File: src/rtl/iq_bypass.sv
module iq_bypass #(
  parameter int W = 32
) (
  input  logic         clk,
  input  logic         rst_n,
  input  logic         flush,
  input  logic [1:0]   in_valid,
  input  logic [W-1:0] in_instr0,
  input  logic [W-1:0] in_instr1,
  output logic         in_ready,
  input  logic         dec_ready,
  output logic         dec_valid,
  output logic [W-1:0] dec_instr
);

  logic [W-1:0] slot0, slot1;
  logic [1:0]   cnt;

  logic       lane0, lane1;
  logic [1:0] offered;
  logic [2:0] room;
  logic [1:0] taken;
  logic       pop;
  logic [2:0] next_cnt;
  logic [W-1:0] seq0, seq1, seq2;

  assign lane0   = in_valid[0];
  assign lane1   = in_valid[0] & in_valid[1];
  assign offered = lane1 ? 2'd2 : (lane0 ? 2'd1 : 2'd0);
  assign room    = 3'd2 - {1'b0, cnt} + {2'b00, dec_ready};
  assign in_ready = room >= {1'b0, offered};
  assign taken   = (in_ready && !flush) ? offered : 2'd0;

  assign dec_valid = !flush && (cnt != 2'd0 || lane0);
  assign dec_instr = (cnt != 2'd0) ? slot0 : in_instr0;
  assign pop       = dec_valid && dec_ready;

  always_comb begin
    seq0 = (cnt != 2'd0) ? slot0 : in_instr0;
    case (cnt)
      2'd0:    seq1 = in_instr1;
      2'd1:    seq1 = in_instr0;
      default: seq1 = slot1;
    endcase
    seq2 = (cnt == 2'd2) ? in_instr0 : in_instr1;
  end

  assign next_cnt = {1'b0, cnt} + {1'b0, taken} - {2'b00, pop};

  always_ff @(posedge clk) begin
    if (!rst_n) begin
      cnt   <= 2'd0;
      slot0 <= '0;
      slot1 <= '0;
    end else if (flush) begin
      cnt <= 2'd0;
    end else begin
      cnt   <= next_cnt[1:0];
      slot0 <= pop ? seq1 : seq0;
      slot1 <= pop ? seq2 : seq1;
    end
  end

endmodule

File: config.mk
export PLATFORM = sky130hd
export DESIGN_NAME = iq_bypass
export DESIGN_NICKNAME = d
export VERILOG_FILES = /design/src/rtl/iq_bypass.sv
export SDC_FILE = /design/constraint.sdc
export NUM_CORES = 1
export LEC_CHECK = 0
export BUFFER_PORTS_ARGS = -buffer_cell sky130_fd_sc_hd__buf_2
export CAP_MARGIN = 20
export CORE_AREA = 4 4 110 112
export DETAILED_ROUTE_END_ITERATION = 12
export DIE_AREA = 0 0 114 116
export GPL_TIMING_DRIVEN = 0
export PLACE_DENSITY = 0.65
export SLEW_MARGIN = 20
export SYNTH_ARGS = -nofsm -noshare
export SYNTH_HDL_FRONTEND = slang
export SYNTH_SLANG_ARGS = --single-unit
export TNS_END_PERCENT = 30
File: constraint.sdc
create_clock -name clk -period 7 [get_ports clk]
set_clock_uncertainty 0.05 [all_clocks]
set_input_delay 1.4 -clock clk [delete_from_list [all_inputs] [get_ports clk]]
set_output_delay 1.4 -clock clk [all_outputs]
set_load 0.01 [all_outputs]
### Word level (Yosys, flattened, before mapping)

Cells that the tools add are included.

* eq/ne operators: 2
* muxes and demuxes: 8
* add/subtract/negate cells: 4
* bitwise operators: 2
* reductions and logical operators: 8
* $lt $le $gt $ge: 1

Operators with widths (count)
* $mux 32: 4
* $pmux 32 s2: 1
* $mux 2: 2
* $add 3x1->3: 1
* $ge 3x2->1: 1
* $logic_and 1x1->1: 3
* $sub 2x2->3 const A: 1
* $add 2x2->2: 1
* $eq 2x1->1 const B: 1
* $eq 2x2->1 const B: 1
* $logic_not 2->1: 1
* $reduce_bool 2->1: 1
* $reduce_or 2->1: 1
* $sub 2x1->2: 1
* $and 1x1->1: 1
* $logic_not 1->1: 1
* $logic_or 1x1->1: 1
* $mux 1: 1
* $not 1->1: 1

* output and inout port bits: 34
* bits in registers: 66
* bits of input ports: 70
* word-level logic and storage cells: 28

### Depth between registers and ports, before layout

Gate-level depths: netlist (run 1).

* depth in word-level cells: 7
* mapped depth: 15

### Worst setup path before layout (run 1)

OpenSTA, ideal clock, no wires.

* kind: input to output
* start: input dec_ready
* end: output in_ready
* slack: 2911 ps
* stages on the path: 7
* buffers on the path: 0
* data arrival time: 2639 ps
* cell sequence: inv_1 > ha_1 > ha_1 > inv_1 > ha_1 > a211oi_1 > inv_1

* longest elaborated chain between the ends: 2

RTL lines
* start: declaration: line 11 `input logic dec_ready,`
* $add 3x1->3: line 30 `assign room = 3'd2 - {1'b0, cnt} + {2'b00, dec_ready};`
* $ge 3x2->1: line 31 `assign in_ready = room >= {1'b0, offered};`
* end: declaration: line 10 `output logic in_ready,`

Every way passes these cells.

### Final worst setup path (run 1)

Ends and elaborated chain as after synthesis.

==> results of run 1 <==
[power breakdown]
part / internal (mW) / switching [mW]
Clock: 0.237 / 0.171
Sequential: 0.407 / 0.0161
Combinational: 0.122 / 0.153
[worst min-delay path by stage]
stage | end | slack (ns) | cells after the start
after floorplan | slot1[25]$_SDFFE_PN0N_ | 0.42 | 1
after global placement | slot1[25]$_SDFFE_PN0N_ | 0.43 | 1
after detailed placement | slot1[1]$_SDFFE_PN0N_ | 0.44 | 1
after CTS | slot1[1]$_SDFFE_PN0N_ | 0.46 | 1
after global routing | slot1[23]$_SDFFE_PN0N_ | 0.47 | 1
final | slot1[26]$_SDFFE_PN0N_ | 0.45 | 1
[logic make-up (layout without fill, tap and decap cells)]
kind of cell	count (synthesis)	after routing	synth area share, %
AOI/OAI and AO/OA	100	100	18.8
xor gates and xnor gates	2	2	0.397
adders and majority gates	6	6	1.70
buffers and inverters	88	205	9.08
DFF	66	66	30.0
muxes	96	96	22.7
and+or+nand+nor	174	174	17.4
[cell type report]
class | instances | area, µm²
Timing Repair Buffer | 102 | 510
Inverter | 38 | 143
Buffer | 50 | 258
Tap cell | 143 | 179
Clock inverter | 3 | 17.5
Fill cell | 1117 | 5870
Sequential cell | 66 | 1320
Multi-Input combinational cell | 378 | 2690
Clock buffer | 12 | 236
[synthesized netlist by cell type]
master | instances | area [µm²]
a211oi_1 | 1 | 7.51
buf_4 | 5 | 37.5
or3_4 | 1 | 11.3
inv_2 | 1 | 3.75
nor3_2 | 1 | 10.0
buf_6 | 4 | 45.0
dfxtp_1 | 66 | 1320
nor2b_1 | 2 | 12.5
or4_1 | 1 | 7.51
o221ai_1 | 32 | 280
nand2b_1 | 3 | 18.8
a21oi_1 | 1 | 5.00
nand2_1 | 130 | 488
ha_1 | 6 | 75.1
mux2_2 | 32 | 360
nor2_1 | 3 | 11.3
a31oi_1 | 32 | 200
o21bai_1 | 1 | 7.51
buf_1 | 2 | 7.51
a32o_1 | 32 | 320
nor2_2 | 1 | 6.26
xnor2_1 | 2 | 17.5
buf_2 | 17 | 85.1
mux2i_1 | 64 | 641
and2_1 | 32 | 200
o31ai_1 | 1 | 7.51
clkbuf_1 | 22 | 82.6
inv_1 | 37 | 139
[registers in the layout, summed over array words and instances, names as in the netlist]
| register | cells |
|---|---|
| cnt | 2 |
| slot0 | 32 |
| slot1 | 32 |
[per-stage QoR]
step	hold WS (ns)	utilization (%)	power, mW	cells	worst slack [ns]
after floorplan	0.419	-	0.608	532	2.91
after global routing	0.467	47.7	1.16	792	2.46
final	0.451	47.7	1.11	792	2.56
after detailed placement	0.443	45.4	0.704	777	2.57
after CTS	0.456	47.7	1.11	792	2.56
after global placement	0.427	45.4	0.693	777	2.59
[metal layers]
metal | vias up | GRT usage, %
met5 | - | 0
met4 | 0 | 11.2
met3 | 36 | 5.17
met2 | 162 | 36.1
met1 | 2129 | 25.5
li1 | 2119 | -
==> impl.org, run 1 <==
** Outcome
- The run finished with clean final reports.

** Die
- For this design the top-level I/O count stands at 104.
- The core region is 11200 µm².
- From bottom edge to top edge, the die measures roughly 120 µm.
- FP Rows :: 39
- Die outline width :: 114 µm
- Die area :: 13200 µm²
- The initial utilization of the core area, before any placement, comes to 39.3%.

** Timing
- Final min period :: roughly 4.4 ns
- Final clock period utilization by the worst path :: 63.4%
- Setup repair after global routing left no endpoint under its margin.
- Achievable Freq :: approximately 0.23 GHz
- Worst-margin pin slew :: about 0.56 ns
- Final hold viol count :: 0
- Post-Route Setup TNS :: 0 ns
- The number of max-slew violations in the final report is 0.
- The worst pin sits at a relative slew slack of between 60 and 70%.
- Setup violations remaining at the end of the flow were counted as 0.

** Detailed routing
- After detailed routing, no signal wire sits above met4.
- Detail Route Antenna Nets :: 0
- Dividing the detail-routed wire length by the instance count gives 17.8 µm.
- Final routed wirelength across all metal layers :: 14100 µm
- Total met2 wirelength after detailed routing :: approximately 6800 µm
- The routed layout has 4446 vias.
- The first detailed-routing pass took 5 iterations.
- Detailed-route wire length on metal 1 :: around 5900 µm
- Using the TritonRoute via totals, the vias-per-cell ratio works out to around 5.6.
- DRC violations left :: 0
- The detailed router finished its first iteration with between 200 and 300 violations.
- After detailed routing, the met3 layer carries between 800 and 900 µm of wire.

** Critical path
- Tracing the worst setup path back leads to its startpoint at dec_ready.
- The slowest stage of the critical path belongs to the cell a211oi_1.
- For flop-to-flop paths, the worst setup slack is ~4.0 ns.
- Critical Path Start Type :: input port
- In this run the worst setup path terminates at in_ready.
- Crit path max-delay family :: adder cells
- CP max FO :: 4
- Worst reg2reg endpoint :: cnt[1]$_SDFF_PP0_
- The worst register-to-register path begins at cnt[0]$_SDFF_PP0_.
- For this run, the slowest stage of the critical path takes between 0.4 and 0.5 ns.
- Data on the critical path arrives at its endpoint at approximately 3.0 ns.
- Crit path kind :: in -> out
- Walking the worst path, the cells encountered are buf_2 -> inv_1 -> ha_1 -> ha_1 -> nand2b_1 -> a211oi_1 -> inv_1 -> buf_2.
- At the worst endpoint, the required time is approximately 5.6 ns.
- Number of cells on the critical path :: 8
- Counting both buffers and inverters, the worst setup path holds a total of 4.
- Setup crit end kind :: output port
- Worst reg-to-reg path cell count :: 13

** Global route
- Total overflow reported by the global router :: 0
- The first global-routing pass estimated approximately 22000 µm of wire.
- All-layer global routing usage :: ~21%
- Vias in the first global route :: about 4500
- The initial antenna violation count is 0.
- Maximum number of pins on one net before global-route repair :: 11

** Clocking
- The number of clock buffers added by TritonCTS is 9.
- Number of H-tree levels :: 3
- Sinks on the clock net :: 66
- Clock-pin slew was measured on the worst setup and hold paths at about 0.050 ns.
- Post-CTS setup-driven buffer insertion count :: 0
- CTS Buffer Depth :: 2
- The tree is rooted in a clkbuf_16.
- Number of gates resized after cts :: 0
- TritonCTS built the clock tree.
- CTS Hold Buffers Added :: 0
- Clock latency on the worst-skew pair, taken at its later pin, is ~0.34 ns.

** Yosys
- Post-synth net total :: ~610
- Average cell area after synthesis :: just over 8 µm²
- Post-synth cell types :: 28
- Post-synthesis sequential element count :: 66
- Sequential element share of the synthesized area :: roughly 30%
- Yosys printed 0 warnings.
- Combined area of all synthesized cells :: approximately 4400 µm²
- Number of instances in the synthesized netlist :: between 500 and 600

** Power
- Max VDD drop :: around 0.000099 V
- The analysis attributes to cell leakage a power of ~2.6 nW.
- Dividing total power by cell area gives a power density of approximately 210 nW/µm².

** Placement
- DPL Wire Length :: just over 10000 µm
- Number of port buffers :: a little over 100
- Cell Area, Placed :: around 5100 µm²
- At the end of routability-driven placement, the weighted congestion stood at 0.818.

** Final layout
- The net count of the finished layout is roughly 720.
- Compared with the post-synthesis result, the final layout area differs by 21.4%.
- The library cell used most frequently in the layout, excluding fill and tap cells, is nand2_1.
- Non-Filler Cell Area, Final :: approximately 5400 µm²
- Commonest non-fill, non-tap cells in the layout :: nand2_1, buf_2, dfxtp_1
- The repair_antennas step left the layout with diodes totalling 0.
- Of the cells placed in the final design, the portion with a size suffix greater than 1 is a little over a quarter.

** Flow run
- The tool flagged a number of max-cap violations equal to 0.

** Hold path
- The worst hold path begins at slot1[26]$_SDFFE_PN0N_.
- Worst hold path class :: reg -> reg
Note: power is estimated with default switching activity, not from simulation.
==> run 2, diff against run 1 <==
ABC_AREA = 1   (was unset)
CORE_AREA = 4 4 116 118   (was 4 4 110 112)
DIE_AREA = 0 0 120 122   (was 0 0 114 116)
PLACE_DENSITY = 0.66   (was 0.65)
clock period = 4 ns   (was 7 ns; I/O delays follow)
==> run 2 against run 1 <==
Net effect: clock power is 100% higher; critical path depth is 1 higher; largest cell class unchanged; global-route usage is 2.7 points higher; design area is 10% higher; via count is 32% higher; count of clock-buffer cells in the layout is 1 higher; utilization is 0.37 points lower; setup slack worse by 1.4 ns; critical endpoint unchanged.
==> impl.org, run 2 <==
** Outcome
- Outcome :: complete, no violations (unchanged)

** Hold path
- The class of the worst hold path is reg -> reg (unchanged).

** Final layout
- The share of cells above drive strength 1 was 18.0% (was 27.1%).
- Commonest non-fill, non-tap cells in the layout :: nand2_1, nand3_1, buf_2 (was nand2_1, buf_2, dfxtp_1)
- Non-Filler Cell Area, Final :: 5900 µm² (was 5350 µm²)
- Final Net Count :: 1058 (was 721)
- Final std cells w/o fill :: 1158 (was 792)
- Antenna diode count :: 0 (unchanged)
- The most frequent standard cell in the layout excluding fill and tap cells is nand2_1 (unchanged).
- Registers with the most flip-flops: slot0 x32, slot1 x32, cnt x2 (unchanged).
- Area delta synth->final :: 21.1% (was 21.4%)

** Critical path
- Count of buffering cells on the critical path with inverters included :: 4 (unchanged)
- Critical Path Start Type :: input port (unchanged)
- CP max FO :: 3 (was 4)
- The category of the critical setup timing path was in -> out (unchanged).
- Slowest cell on the critical path :: ha_1 (was a211oi_1)
- The worst path arrival time was 2.03 ns (was 2.99 ns).
- Critical path required time :: 3.15 ns (was 5.55 ns)
- The cell family contributing the most delay on the critical path is adder cells (unchanged).
- Chain of cells forming the critical path: buf_2 -> inv_1 -> ha_1 -> ha_1 -> inv_1 -> ha_1 -> o21ai_0 -> nand2_1 -> buf_2 (was buf_2 -> inv_1 -> ha_1 -> ha_1 -> nand2b_1 -> a211oi_1 -> inv_1 -> buf_2).
- Setup crit end kind :: output port (unchanged)
- Critical Path Most Common Cell :: ha_1
- Max incr delay on CP :: 0.27 ns (was 0.42 ns)

** Clocking
- The count of instances resized after the clock tree is built was 0 (unchanged).
- CTS tree :: built (unchanged)
- CTS Hold Buffers Added :: 0 (unchanged)
- The number of sinks driven by the clock tree was 66 (unchanged).
- Clock slew at reported path FFs :: 0.06 ns (was 0.05 ns)
- The clock root buffer is clkbuf_16 (unchanged).
- Number of H-tree levels :: 3 (unchanged)
- The clock latency on the worst-skew pair was 0.34 ns (about the same).
- Post-CTS setup-driven buffer insertion count :: 0 (unchanged)
- The clock buffer count from CTS came to 9 (unchanged).
- CTS Buffer Depth :: 2 (unchanged)

** Power
- Internal power :: 1.44 mW (was 765 µW)
- Max VDD drop :: 0.000212 V (was 0.0000989 V)
- The clock share of power was 39.2% (was 36.9%).
- Register share of total power :: 34.9% (was 38.2%)
- Standby leakage power :: 3.37 nW (was 2.57 nW)
- The total power draw was 2.13 mW (was 1.11 mW).
- The share of power burned in combinational logic came to 25.8% (was 24.8%).
- Switching part of the total :: 32.4% (was 30.8%)
- The power per cell area came to 361 nW/µm² (was 207 nW/µm²).
- The switching power summed over all nets came to 689 µW (was 340 µW).

** Yosys
- The post-synthesis cell type count came to 26 (was 28).
- The number of enable flip-flop cells after synthesis was 0 (unchanged).
- The primary flip-flop cell chosen by synthesis mapping is dfxtp_1 (unchanged).
- Synth cell count leaders :: nand2_1, nand3_1, dfxtp_1, inv_1, nor2_1 (was nand2_1, dfxtp_1, mux2i_1, inv_1)
- Area leader, netlist :: nand2_1 (was dfxtp_1)
- Post-synthesis sequential element count :: 66 (unchanged)
- The count of warnings emitted by yosys came to 0 (unchanged).
- The gate count of the mapped netlist is 870 (was 532).
- Sequential element share of the synthesized area :: 27.1% (was 30.0%)
- The cell area after synthesis is 4870 µm² (was 4410 µm²).
- The net count of the mapped netlist is 946 (was 608).
- The dominant cell by count in the synthesized netlist was nand2_1 (unchanged).
- The fraction of registers with async set/reset was 0% (unchanged).
- Top cell type's share of synthesized area :: 32.2% (was 30.0%)
- Biggest area contributors in the synthesized netlist: nand2_1, dfxtp_1, nand3_1 (was dfxtp_1, mux2i_1, nand2_1).
- Average cell area after synthesis :: 5.60 µm² (was 8.29 µm²)

** Global route
- Vias in the first global route :: 5195 (was 4514)
- The overall routing resource usage came to 24.2% (was 21.5%).
- The largest net degree at the start of global routing came to 11 (unchanged).
- The total congestion overflow was 0 (unchanged).
- Global-route wire length before repair :: 27500 µm (was 22400 µm)
- Number of antenna violations at the first check in global routing :: 0 (unchanged)

** Placement
- Number of port buffers :: 101 (was 102)
- The global placer's final weighted congestion came to 0.895 (was 0.818).
- The half-perimeter wire length of the detailed placement result was 12500 µm (was 10200 µm).
- The number of instances in the placed design came to 1143 (was 777).
- Cell Area, Placed :: 5590 µm² (was 5100 µm²)

** Detailed routing
- The number of optimization iterations in the first detailed-route pass was 5 (unchanged).
- DRC marker count from the first detailed-route iteration :: 564 (was 286)
- Routed via count :: 5873 (was 4446)
- The antenna violation net count after detailed routing came to 0 (unchanged).
- DRC violations left :: 0 (unchanged)
- Post-detailed-route wirelength per cell :: 15.2 µm (was 17.8 µm)
- The number of vias per cell after detailed routing came to 5.07 (was 5.61).
- Final routed wirelength across all metal layers :: 17600 µm (was 14100 µm)

** Timing
- Final clock period utilization by the worst path :: around 70%
- RSZ-0062 raised after global routing: no (unchanged).
- Final Max Tran Viols :: 0 (unchanged)
- Final hold viol count :: 0 (unchanged)
- The number of setup violations in the final report was 0 (unchanged).
- The worst path needs 2.88 ns of the cycle, external delays included.
- Headroom to the max-slew limit :: 54.3% (was 63.0%)
- Achievable Freq :: ~0.35 GHz
- The worst-margin pin slew is 0.686 ns (was 0.555 ns).
- The final total negative setup slack is 0 ns (unchanged).

** Die
- Core Area :: 12500 µm² (was 11200 µm²)
- Initial Utilization :: 39.1% (was 39.3%)
- Die area :: 14600 µm² (was 13200 µm²)
- Die outline width :: 120 µm (was 114 µm)
- FP Rows :: 41 (was 39)
- Number of top-level pins :: 104 (unchanged)
- The die boundary height came to 122 µm (was 116 µm).

** Flow run
- The reported max-cap violation count was 0 (unchanged).
run 2: final cells by class:
class                   count  area, µm²
clock inverters             2       35.0
inverters                  65        246
plain buffers              59        338
multi-input cells         680       2970
well taps                 172        215
clock buffers              13        270
flip-flops and latches     66       1320
fillers                  1410       6570
repair buffers            101        505
run 2: path summary, 6_finish.rpt:
| kind | startpoint | to | slack (ns) | depth (start not counted) |
|---|---|---|---|---|
| setup / recovery | dec_ready | in_ready | 1.12 | 9 |
| hold reg to reg | slot1[25]$_SDFFE_PN0N_ | slot1[25]$_SDFFE_PN0N_ | 0.41 | 2 |
| setup reg to reg | cnt[0]$_SDFF_PP0_ | cnt[1]$_SDFF_PP0_ | 1.46 | 16 |
| hold / removal | slot1[25]$_SDFFE_PN0N_ | slot1[25]$_SDFFE_PN0N_ | 0.41 | 2 |
run 2: routing by layer:
metal,global-route usage (%),up-vias,part of all wire [%]
met5,0,-,0
li1,-,2963,-
met3,3.85,29,7.3
met1,32.2,2658,44
met2,38.9,223,46
met4,10.3,0,2.5
run 2: logic make-up (layout without fill, tap and decap cells):
kind of cell	count (synthesis)	count (layout)	share of synthesized area, %
xor+xnor	2	2	0.360
fa+ha+maj	6	6	1.54
compound gates	18	18	1.85
buf+inv	124	240	12.0
flops	66	66	27.1
simple gates	654	654	57.2
run 2: power groups by stage:
stage	Combinational, mW	Sequential, mW	Clock (mW)
2_1_floorplan	0.355	0.751	0
3_3_place_gp	0.539	0.756	0
3_5_place_dp	0.543	0.756	0
4_1_cts	0.545	0.743	0.843
5_1_grt	0.614	0.750	0.873
6_report	0.550	0.744	0.835
run 2: worst register-to-register path, cell delays in order (launching register included):
cell,delay [ns]
dfxtp_1,0.39
ha_1,0.22
ha_1,0.27
inv_1,0.04
ha_1,0.25
o21ai_0,0.07
nand2_1,0.10
nand3_1,0.08
ha_1,0.28
inv_1,0.05
ha_1,0.18
xor2_1,0.16
nand2_1,0.07
nand2_1,0.10
nand2_1,0.05
nand2_1,0.05
nor2_1,0.04
run 2: per-stage QoR:
step | setup WS, ns | utilization, % | hold WS [ns]
floorplan | 1.10 | - | 0.384
global placement | 0.935 | 44.9 | 0.393
detailed placement | 0.881 | 44.9 | 0.399
CTS | 1.10 | 47.3 | 0.409
global route | 0.959 | 47.3 | 0.429
finish | 1.12 | 47.3 | 0.408
==> run 3, diff against run 2 <==
ABC_AREA = 0   (was 1)
CORE_AREA = 4 4 110 112   (was 4 4 116 118)
DIE_AREA = 0 0 114 116   (was 0 0 120 122)
PLACE_DENSITY = 0.67   (was 0.66)
clock period = 2.4 ns   (was 4 ns; I/O delays follow)
==> run 3 against run 2 <==
Net effect: the flow now finishes with violations (setup timing); first-iteration DRC count shrank 33%; worst hold slack gained 0.046 ns; routed wire length shrank 19%; design area shrank 5.8%; global-route usage shrank 3.1 points; sequential cell count is the same; critical path type is now reg -> reg; largest cell class unchanged.
==> impl.org, run 3 (synthesis gave the netlist of run 1 again) <==
** Global route
- The overall routing resource usage came to 21.1% (was 24.2%).
- Number of antenna violations at the first check in global routing :: 0 (unchanged)
- The global-route wire length before repair is 22300 µm (was 27500 µm).
- Vias in the first global route :: 4428 (was 5195)
- Maximum number of pins on one net before global-route repair :: 20 (was 11)
- Total overflow reported by the global router :: 0 (unchanged)

** Detailed routing
- The number of optimization iterations in the first detailed-route pass was 5 (unchanged).
- The total vias in the final route was 4448 (was 5873).
- The routed wire length was 14200 µm (was 17600 µm).
- Detail Route Antenna Nets :: 0 (unchanged)
- The number of vias per cell after detailed routing is 5.61 (was 5.07).
- The post-detailed-route DRC marker count came to 0 (unchanged).
- The routed length per placed instance came to 17.9 µm (was 15.2 µm).
- The detailed router's first-iteration violation count is 380 (was 564).

** Final layout
- Leading cell type in the layout, fill and taps excluded :: nand2_1 (unchanged)
- Final std cells w/o fill :: 793 (was 1158)
- The number of antenna diodes was 0 (unchanged).
- Layout cells sized above 1 :: 30.3% (was 18.0%)
- Final Net Count :: 722 (was 1058)
- The area growth from synthesis to final layout came to 26.0% (was 21.1%).
- Registers with the most flip-flops :: slot0 x32, slot1 x32, cnt x2 (unchanged)
- Commonest non-fill, non-tap cells in the layout: nand2_1, buf_2, dfxtp_1 (was nand2_1, nand3_1, buf_2).
- The final core utilization came to 49.5% (was 47.3%).

** Critical path
- The startpoint class of the critical path was a flop (was input port).
- The cell type of the slowest stage on the worst timing path is or4_4 (was ha_1).
- Setup crit end kind :: flop (was output port)
- Crit path max-delay family :: simple AND/OR/NAND/NOR gates (was adder cells)
- The worst path arrival time is 2.96 ns (was 2.03 ns).
- Chain of cells forming the critical path :: buf_4 -> nor3_2 -> or3_4 -> inv_2 -> buf_4 -> ha_1 -> inv_1 -> ha_2 -> xnor2_2 -> xnor2_2 -> or4_4 -> a21oi_2 (was buf_2 -> inv_1 -> ha_1 -> ha_1 -> inv_1 -> ha_1 -> o21ai_0 -> nand2_1 -> buf_2)
- The required time at the worst-slack endpoint is 2.61 ns (was 3.15 ns).
- Count of buffering cells on the critical path with inverters included :: 4 (unchanged)
- Crit path kind :: reg -> reg (was in -> out)
- The delay contributed by the slowest stage of the critical path came to 0.42 ns (was 0.27 ns).
- CP max FO :: 10 (was 3)

** Outcome
- The checks that failed: setup timing.
- Outcome :: finished, violations left (was complete, no violations)

** Timing
- The final hold violation count came to 0 (unchanged).
- Number of setup violations in the final report :: 23 (was 0)
- Worst-margin pin slew :: 0.588 ns (was 0.686 ns)
- Headroom to the max-slew limit :: 60.8% (was 54.3%)
- The final total negative setup slack is -0.964 ns (was 0 ns).
- Worst Slack Setup Final :: -0.346 ns (was 1.12 ns)
- Of the available clock period, the critical path in the final layout requires 114%.
- Achievable Freq :: between 0.3 and 0.4 GHz
- RSZ-0062 raised after global routing: yes (was no).
- The number of max-slew violations in the final report is 0 (unchanged).
- The routed design could run at a clock period as short as 2.75 ns.

** Placement
- Final Wtd Congestion :: 0.829 (was 0.895)
- The number of buffers inserted by port buffering came to 102 (was 101).
- The number of instances in the placed design came to 777 (was 1143).
- DPL Wire Length :: 10100 µm (was 12500 µm)

** Power
- The part of the power in registers was 35.4% (was 34.9%).
- The internal power contribution was 2.51 mW (was 1.44 mW).
- The leakage power summed over all cells came to 2.65 nW (was 3.37 nW).
- The share of power burned in combinational logic came to 24.2% (was 25.8%).
- Max VDD drop :: 0.000307 V (was 0.000212 V)
- Switching Power :: 975 µW (was 689 µW)
- Switching part of the total :: 28.0% (was 32.4%)
- Power per Cell Area :: 627 nW/µm² (was 361 nW/µm²)
- The total power draw came to 3.49 mW (was 2.13 mW).
- The clock share of power is 40.4% (was 39.2%).

** Flow run
- Maxcap violations :: 0 (unchanged)

** Hold path
- Worst hold path class :: reg -> reg (unchanged)

** Clocking
- The clock-pin slew on the worst setup and hold paths came to 0.05 ns (was 0.06 ns).
- Number of H-tree levels :: 3 (unchanged)
- CTS Buffer Depth :: 2 (unchanged)
- The clock latency on the worst-skew pair came to 0.33 ns (was 0.34 ns).
- The hold buffer count at CTS came to 0 (unchanged).
- CTS tree :: built (unchanged)
- The clock root buffer was clkbuf_16 (unchanged).
- Sinks on the clock net :: 66 (unchanged)
- The clock buffer count from CTS came to 9 (unchanged).

** Die
- The die boundary height was 116 µm (was 122 µm).
- The number of cell rows is 39 (was 41).
- The area inside the core boundary came to 11200 µm² (was 12500 µm²).
- The horizontal die dimension came to 114 µm (was 120 µm).
- Die area :: 13200 µm² (was 14600 µm²)
- The starting density of the core came to 39.3% (was 39.1%).
- The number of top-level design ports is 104 (unchanged).
-- run 3: cell count changes in the layout (fill, tap and decap cells not counted), moves of 11 or more --
cell / delta
and2_1: +32
inv_1: -26
mux2_2: +32
a31oi_1: +32
o21ai_1: -11
nand4_1: -16
o221ai_1: +32
mux2i_1: +64
nand3_1: -162
nand2_1: -288
nand2_2: -11
a32o_1: +32
nor2_1: -35
-- run 3: cell type report --
type,count,area (µm²)
timing repair buffer,104,536
tap,143,179
multi-input combinational,378,2780
clock buffer,14,294
buffer,49,272
inverter,38,143
sequential,66,1320
fill,1098,5670
clock inverter,1,30.0
-- run 3: power by group through the flow --
| stage | clock network (mW) | registers (mW) | logic (mW) |
|---|---|---|---|
| floorplan | 0 | 1.24 | 0.534 |
| global placement | 0 | 1.25 | 0.775 |
| detailed placement | 0 | 1.25 | 0.800 |
| CTS | 1.43 | 1.23 | 0.830 |
| global route | 1.49 | 1.24 | 0.926 |
| finish | 1.41 | 1.23 | 0.843 |
-- run 3: timing repair --
action	4_1_cts	5_1_grt
endpoints found under the hold margin	0	0
buffers inserted	1	1
pin swaps	7	6
setup endpoints to repair	24	32
resized for setup	20	4
-- run 3: through the flow --
stage	hold WS (ns)	area, µm²	worst slack (ns)
final	0.454	5560	-0.346
after global routing	0.472	5560	-0.450
after CTS	0.455	5530	-0.416
after detailed placement	0.443	5100	-0.875
after global placement	0.427	5100	-0.827
after floorplan	0.419	4410	-0.491
-- run 3: final timing paths --
check	slack, ns	cells past startpoint	to	startpoint
max	-0.35	12	cnt[1]$_SDFF_PP0_	cnt[1]$_SDFF_PP0_
min reg2reg	0.45	1	slot1[12]$_SDFFE_PN0N_	slot1[12]$_SDFFE_PN0N_
max reg2reg	-0.35	12	cnt[1]$_SDFF_PP0_	cnt[1]$_SDFF_PP0_
min	0.45	1	slot1[12]$_SDFFE_PN0N_	slot1[12]$_SDFFE_PN0N_
-- run 3: layer usage --
| metal | global-route usage (%) | part of all wire, % |
|---|---|---|
| met2 | 34.1 | 48 |
| met4 | 8.23 | 2.3 |
| met1 | 27.9 | 43 |
| met3 | 4.02 | 6.5 |
| met5 | 0 | 0 |
